==> config.mk <==
export PLATFORM = sky130hd
export DESIGN_NAME = rsr_issue_ctrl
export DESIGN_NICKNAME = d
export VERILOG_FILES = /design/src/rtl/rsr_pkg.sv /design/src/rtl/rsr_table.sv /design/src/rtl/rsr_grant.sv /design/src/rtl/rsr_retire.sv /design/src/rtl/rsr_issue_ctrl.sv
export SDC_FILE = /design/constraint.sdc
export NUM_CORES = 1
export LEC_CHECK = 0
export ABC_AREA = 1
export BUFFER_PORTS_ARGS = -buffer_cell sky130_fd_sc_hd__buf_4
export CAP_MARGIN = 20
export CORE_MARGIN = 1
export CORE_UTILIZATION = 54
export DETAILED_ROUTE_END_ITERATION = 8
export PLACE_DENSITY = 0.75
export RECOVER_POWER = 50
export SLEW_MARGIN = 20
export SYNTH_ARGS = -nofsm -noshare
export SYNTH_HDL_FRONTEND = slang
export SYNTH_SLANG_ARGS = --single-unit
==> constraint.sdc <==
create_clock -name clk -period 1.7 [get_ports clk]
set_input_delay 0.255 -clock clk [delete_from_list [all_inputs] [get_ports clk]]
set_output_delay 0.255 -clock clk [all_outputs]
set_load 0.05 [all_outputs]
==> src/rtl/rsr_pkg.sv <==
package rsr_pkg;
  typedef enum logic [1:0] {
    RK_EMPTY = 2'd0,
    RK_NULL  = 2'd1,
    RK_LIVE  = 2'd2
  } row_kind_e;
endpackage

==> src/rtl/rsr_table.sv <==
module rsr_table #(
  parameter int ROWS  = 8,
  parameter int FU_W  = 3,
  parameter int DST_W = 5,
  parameter int PC_W  = 16,
  parameter int LAT_W = 4
) (
  input  logic                             clk,
  input  logic                             rst_n,
  input  logic                             fire,
  input  logic [LAT_W-1:0]                 lat,
  input  logic [FU_W-1:0]                  fu,
  input  logic [DST_W-1:0]                 dst,
  input  logic [PC_W-1:0]                  pc,
  output rsr_pkg::row_kind_e [ROWS-1:0]    kind_sh,
  output rsr_pkg::row_kind_e               head_kind,
  output logic [FU_W-1:0]                  head_fu,
  output logic [DST_W-1:0]                 head_dst,
  output logic [PC_W-1:0]                  head_pc
);
  import rsr_pkg::*;

  row_kind_e [ROWS-1:0] kind_q;
  logic [FU_W-1:0]      fu_q  [ROWS];
  logic [DST_W-1:0]     dst_q [ROWS];
  logic [PC_W-1:0]      pc_q  [ROWS];

  for (genvar j = 0; j < ROWS; j++) begin : g_row
    row_kind_e        kind_r, up_kind;
    logic [FU_W-1:0]  fu_r, up_fu;
    logic [DST_W-1:0] dst_r, up_dst;
    logic [PC_W-1:0]  pc_r, up_pc;
    logic             hit, below;

    if (j == ROWS - 1) begin : g_top
      assign up_kind = RK_EMPTY;
      assign up_fu   = '0;
      assign up_dst  = '0;
      assign up_pc   = '0;
    end else begin : g_mid
      assign up_kind = kind_q[j+1];
      assign up_fu   = fu_q[j+1];
      assign up_dst  = dst_q[j+1];
      assign up_pc   = pc_q[j+1];
    end

    assign hit   = fire && (lat == LAT_W'(j + 1));
    assign below = fire && (lat >  LAT_W'(j + 1));

    always_ff @(posedge clk or negedge rst_n) begin
      if (!rst_n) begin
        kind_r <= RK_EMPTY;
        fu_r   <= '0;
        dst_r  <= '0;
        pc_r   <= '0;
      end else if (hit) begin
        kind_r <= RK_LIVE;
        fu_r   <= fu;
        dst_r  <= dst;
        pc_r   <= pc;
      end else if (below && up_kind == RK_EMPTY) begin
        kind_r <= RK_NULL;
        fu_r   <= '0;
        dst_r  <= '0;
        pc_r   <= '0;
      end else begin
        kind_r <= up_kind;
        fu_r   <= up_fu;
        dst_r  <= up_dst;
        pc_r   <= up_pc;
      end
    end

    assign kind_q[j]  = kind_r;
    assign fu_q[j]    = fu_r;
    assign dst_q[j]   = dst_r;
    assign pc_q[j]    = pc_r;
    assign kind_sh[j] = up_kind;

    // rows below a fresh reservation are occupied afterwards
    a_r5_fill_below: assert property (@(posedge clk) disable iff (!rst_n)
      fire && (lat > LAT_W'(j + 1)) |=> kind_q[j] != RK_EMPTY);

    if (j < ROWS - 1) begin : g_shift_chk
      // with no transfer every row takes its upper neighbour
      a_r7_shift_up: assert property (@(posedge clk) disable iff (!rst_n)
        !fire |=> kind_q[j] == $past(kind_q[j+1]));
    end
  end

  assign head_kind = kind_q[0];
  assign head_fu   = fu_q[0];
  assign head_dst  = dst_q[0];
  assign head_pc   = pc_q[0];

  // the claimed row holds the accepted instruction
  a_r4_reserve: assert property (@(posedge clk) disable iff (!rst_n)
    fire |=> kind_q[$past(lat) - 1'b1] == RK_LIVE &&
             pc_q[$past(lat) - 1'b1] == $past(pc));

  // a grant never lands on a row that is still occupied after the move
  a_r3_no_clobber: assert property (@(posedge clk) disable iff (!rst_n)
    fire |-> kind_sh[lat - 1'b1] == RK_EMPTY);

  // the far row is refilled empty unless claimed
  a_r7_top_empty: assert property (@(posedge clk) disable iff (!rst_n)
    !(fire && lat == LAT_W'(ROWS)) |=> kind_q[ROWS-1] == RK_EMPTY);
endmodule

==> src/rtl/rsr_grant.sv <==
module rsr_grant #(
  parameter int ROWS  = 8,
  parameter int LAT_W = 4
) (
  input  logic                          clk,
  input  logic                          rst_n,
  input  logic [LAT_W-1:0]              lat,
  input  rsr_pkg::row_kind_e [ROWS-1:0] kind_sh,
  output logic                          ready
);
  import rsr_pkg::*;

  always_comb begin
    ready = 1'b0;
    for (int j = 0; j < ROWS; j++) begin
      if (lat == LAT_W'(j + 1)) ready = (kind_sh[j] == RK_EMPTY);
    end
  end

  // readiness only for legal latencies
  a_r2_range: assert property (@(posedge clk) disable iff (!rst_n)
    ready |-> (lat != '0) && (lat <= LAT_W'(ROWS)));
endmodule

==> src/rtl/rsr_retire.sv <==
module rsr_retire #(
  parameter int FU_W  = 3,
  parameter int DST_W = 5,
  parameter int PC_W  = 16
) (
  input  rsr_pkg::row_kind_e head_kind,
  input  logic [FU_W-1:0]    head_fu,
  input  logic [DST_W-1:0]   head_dst,
  input  logic [PC_W-1:0]    head_pc,
  output logic               wb_en,
  output logic [FU_W-1:0]    wb_fu,
  output logic [DST_W-1:0]   wb_dst,
  output logic [PC_W-1:0]    wb_pc
);
  import rsr_pkg::*;

  always_comb begin
    wb_en  = (head_kind == RK_LIVE);
    wb_fu  = wb_en ? head_fu  : '0;
    wb_dst = wb_en ? head_dst : '0;
    wb_pc  = wb_en ? head_pc  : '0;
  end
endmodule

==> src/rtl/rsr_issue_ctrl.sv <==
module rsr_issue_ctrl #(
  parameter int ROWS  = 8,
  parameter int FU_W  = 3,
  parameter int DST_W = 5,
  parameter int PC_W  = 16,
  parameter int LAT_W = $clog2(ROWS + 1)
) (
  input  logic             clk,
  input  logic             rst_n,
  input  logic             iss_valid,
  output logic             iss_ready,
  input  logic [LAT_W-1:0] iss_lat,
  input  logic [FU_W-1:0]  iss_fu,
  input  logic [DST_W-1:0] iss_dst,
  input  logic [PC_W-1:0]  iss_pc,
  output logic             wb_en,
  output logic [FU_W-1:0]  wb_fu,
  output logic [DST_W-1:0] wb_dst,
  output logic [PC_W-1:0]  wb_pc
);
  import rsr_pkg::*;

  row_kind_e [ROWS-1:0] kind_sh;
  row_kind_e            head_kind;
  logic [FU_W-1:0]      head_fu;
  logic [DST_W-1:0]     head_dst;
  logic [PC_W-1:0]      head_pc;
  logic                 fire;

  assign fire = iss_valid && iss_ready;

  rsr_grant #(.ROWS(ROWS), .LAT_W(LAT_W)) u_grant (
    .clk(clk), .rst_n(rst_n), .lat(iss_lat), .kind_sh(kind_sh), .ready(iss_ready)
  );

  rsr_table #(.ROWS(ROWS), .FU_W(FU_W), .DST_W(DST_W), .PC_W(PC_W), .LAT_W(LAT_W)) u_table (
    .clk(clk), .rst_n(rst_n), .fire(fire), .lat(iss_lat), .fu(iss_fu),
    .dst(iss_dst), .pc(iss_pc), .kind_sh(kind_sh), .head_kind(head_kind),
    .head_fu(head_fu), .head_dst(head_dst), .head_pc(head_pc)
  );

  rsr_retire #(.FU_W(FU_W), .DST_W(DST_W), .PC_W(PC_W)) u_retire (
    .head_kind(head_kind), .head_fu(head_fu), .head_dst(head_dst), .head_pc(head_pc),
    .wb_en(wb_en), .wb_fu(wb_fu), .wb_dst(wb_dst), .wb_pc(wb_pc)
  );
endmodule

==> metrics.yaml <==
cp-start-kind: "flip-flop"
grt_pass1_wl_um: 29500
insertedDiodeCount: 0
first_iter_violations: 444
avgSynthCellArea_um2: 8.84
regToRegStartpoint: "u_table.g_row[0].up_kind[0]"
dieArea_um2: 16500
die_h_um: 129
fin_crit_ps: 1920
leakage_nw: 5.80
hp-start: "iss_pc[2]"
synth_flop_cell: "dfrtp_1"
worstHoldPathType: "input pin to flip-flop"
fin_skew_ps: 6.97
fp.dieW_um: 129
hold_ws_ps: 50.0
hold_viol: 0
hpwl_um: 11300
drt-vias-per-instance: 4.95
cts_tree: "built"
async_flop_share_pct: 100
cts_buffers: 20
maxSlewHeadroom_pct: 32.5
final_cell_mix: "356 x nand2_1, 208 x dfrtp_1, 145 x nand3_1"
violations: "negative setup slack"
synth_cell_type_count: 30
core_area_um2: 15400
grt_max_degree: 45
slew_viol_final: 0
cp-startpoint: "u_table.g_row[0].up_kind[1]"
status: "finished, violations left"
synthCells: 978
cts.htree.levels: 1
clkLatencyLatePin_ps: 480
ys_seq_area_share_pct: 60.2
start_util_pct: 56.0
worstSetupEndpointType: "output pin"
p_per_area_nw_per_um2: 917
rsz0062_at_grt: "true"
ys_ff_latch: 208
drtPass1Iterations: 5
synth_edf_count: 0
nFillCells: 1110
cp.arrival_ps: 1660
layout_commonest_cell: "nand2_1"
drive_gt1_share_pct: 20.9
route.detailed.drc: 0
grt_overflow_total: 0
grt_pass1_vias: 6030
fmax_mhz: 522
period_share_pct: 113
seqCellArea_um2: 5200
clk_pin_slew_ps: 60
numPortBuffers: 56
area_delta_synth_final_pct: 26.1
drt_wl_total_um: 17300
fin_nets: 1088
worst_slew_pin_slew_ps: 1010
place_congestion: 0.768
yosys_warnings: 0
multiInputGateArea_um2: 3140
cts_root_buf: "clkbuf_16"
antenna_found_initial: 0
required_ps: 1440
netlist_area_um2: 8640
synth_nets: 1009
ir_drop_v: 0.000583
routed-via-count: 6345
setup_violations: 198
row_count: 45
ios: 57
ant_nets: 0
dp_cells: 1228
critPathKind: "flip-flop to output pin"
worstPathMaxFanout: 2
cts_buffer_depth: 3
setup_slack_ps: -216
numClockSinks: 208
cap_violations: 0
final_cells: 1281
wl_per_cell_um: 13.5
grtUsageTotal_pct: 22.3
==> final cells by class <==
class / count / area share, %
inverters: 77 / 2.79
well taps: 211 / 2.42
multi-input cells: 627 / 28.8
repair buffers: 123 / 12.7
clock inverters: 7 / 0.321
clock buffers: 28 / 5.25
flip-flops and latches: 208 / 47.7
==> cells in the mapped netlist, types with 6 or more instances <==
cell type | count | area [um2]
buf_1 | 6 | 22.5
buf_2 | 46 | 230
buf_6 | 6 | 67.6
clkbuf_1 | 10 | 37.5
dfrtp_1 | 208 | 5200
inv_1 | 65 | 244
inv_2 | 10 | 37.5
nand2_1 | 357 | 1340
nand3_1 | 148 | 741
nand3_2 | 6 | 60.1
nor2_1 | 60 | 225
o21ai_0 | 12 | 60.1
o21ai_1 | 14 | 70.1
==> final timing paths <==
| check | endpoint | slack (ps) | cells past startpoint |
|---|---|---|---|
| setup / recovery | iss_ready | -220 | 9 |
| hold / removal | u_table.g_row[6].up_pc[2] | 50 | 3 |
| setup reg to reg | u_table.g_row[0].up_kind[1] | -180 | 13 |
| hold reg to reg | u_table.g_row[1].up_kind[1] | 450 | 2 |
| max in group asynchronous | u_table.g_row[0].up_kind[1] | 260 | 3 |
| min in group asynchronous | u_table.head_pc[2] | 480 | 2 |
==> sequential cells by signal (all words and copies together), names as in the netlist <==
register,flops
u_table.g_row.up_kind,14
u_table.head_dst,5
u_table.g_row.up_dst,35
u_table.g_row.up_pc,112
u_table.g_row.up_fu,21
u_table.head_pc,16
u_table.head_fu,3
u_table.head_kind,2
==> critical path, stage by stage, from the launching register on <==
cell     delay (ps)
dfrtp_1         410
nor2_4          140
nand3_2          80
nand2_1          70
nor2_1           40
nand4_1          80
nand2_2          70
nand2_4          80
buf_6            90
buf_8           130
==> per-stage QoR <==
stage | instance area (um2) | power (mW) | setup slack (ps) | util (%) | TNS (ps)
detailed placement | 9790 | 5.92 | -206 | 63.4 | -24080
floorplan | 8840 | 5.59 | -44.2 | - | -133
global route | 10900 | 10.4 | -288 | 70.7 | -38620
finish | 10900 | 9.99 | -216 | 70.7 | -19360
global placement | 9790 | 5.90 | -161 | 63.4 | -17100
CTS | 10800 | 10.0 | -235 | 69.7 | -23640
==> metal layers <==
layer  GRT usage, %  up-vias  share of wire (%)
met5              0        -                  0
met4           5.47        0                1.8
met3           3.04       23                3.8
met2           39.2      125                 51
met1           29.5     3012                 44
li1               -     3185                  -
==> what timing repair did <==
action                                  CTS  global route
setup buffers                             5             5
gates cloned                              8             0
endpoints found under the hold margin    34             0
hold buffers                              1             0
pin swaps                                 7             7
resized for setup                        51            36
endpoints found under the setup margin  192           206
==> where the power goes <==
part | total (mW) | switching [mW] | internal, mW
sequential | 5.13 | 0.0464 | 5.08
clock | 4.05 | 1.71 | 2.34
combinational | 0.809 | 0.524 | 0.285
==> logic make-up after synthesis <==
family                 count (synthesis)  share of synthesized area (%)
and+or+nand+nor                      592                           30.2
DFF                                  208                           60.2
buffers and inverters                149                           7.92
AOI/OAI and AO/OA                     28                           1.66
other                                  1                         0.0434
No activity file was read; power rests on OpenSTA's default activity.
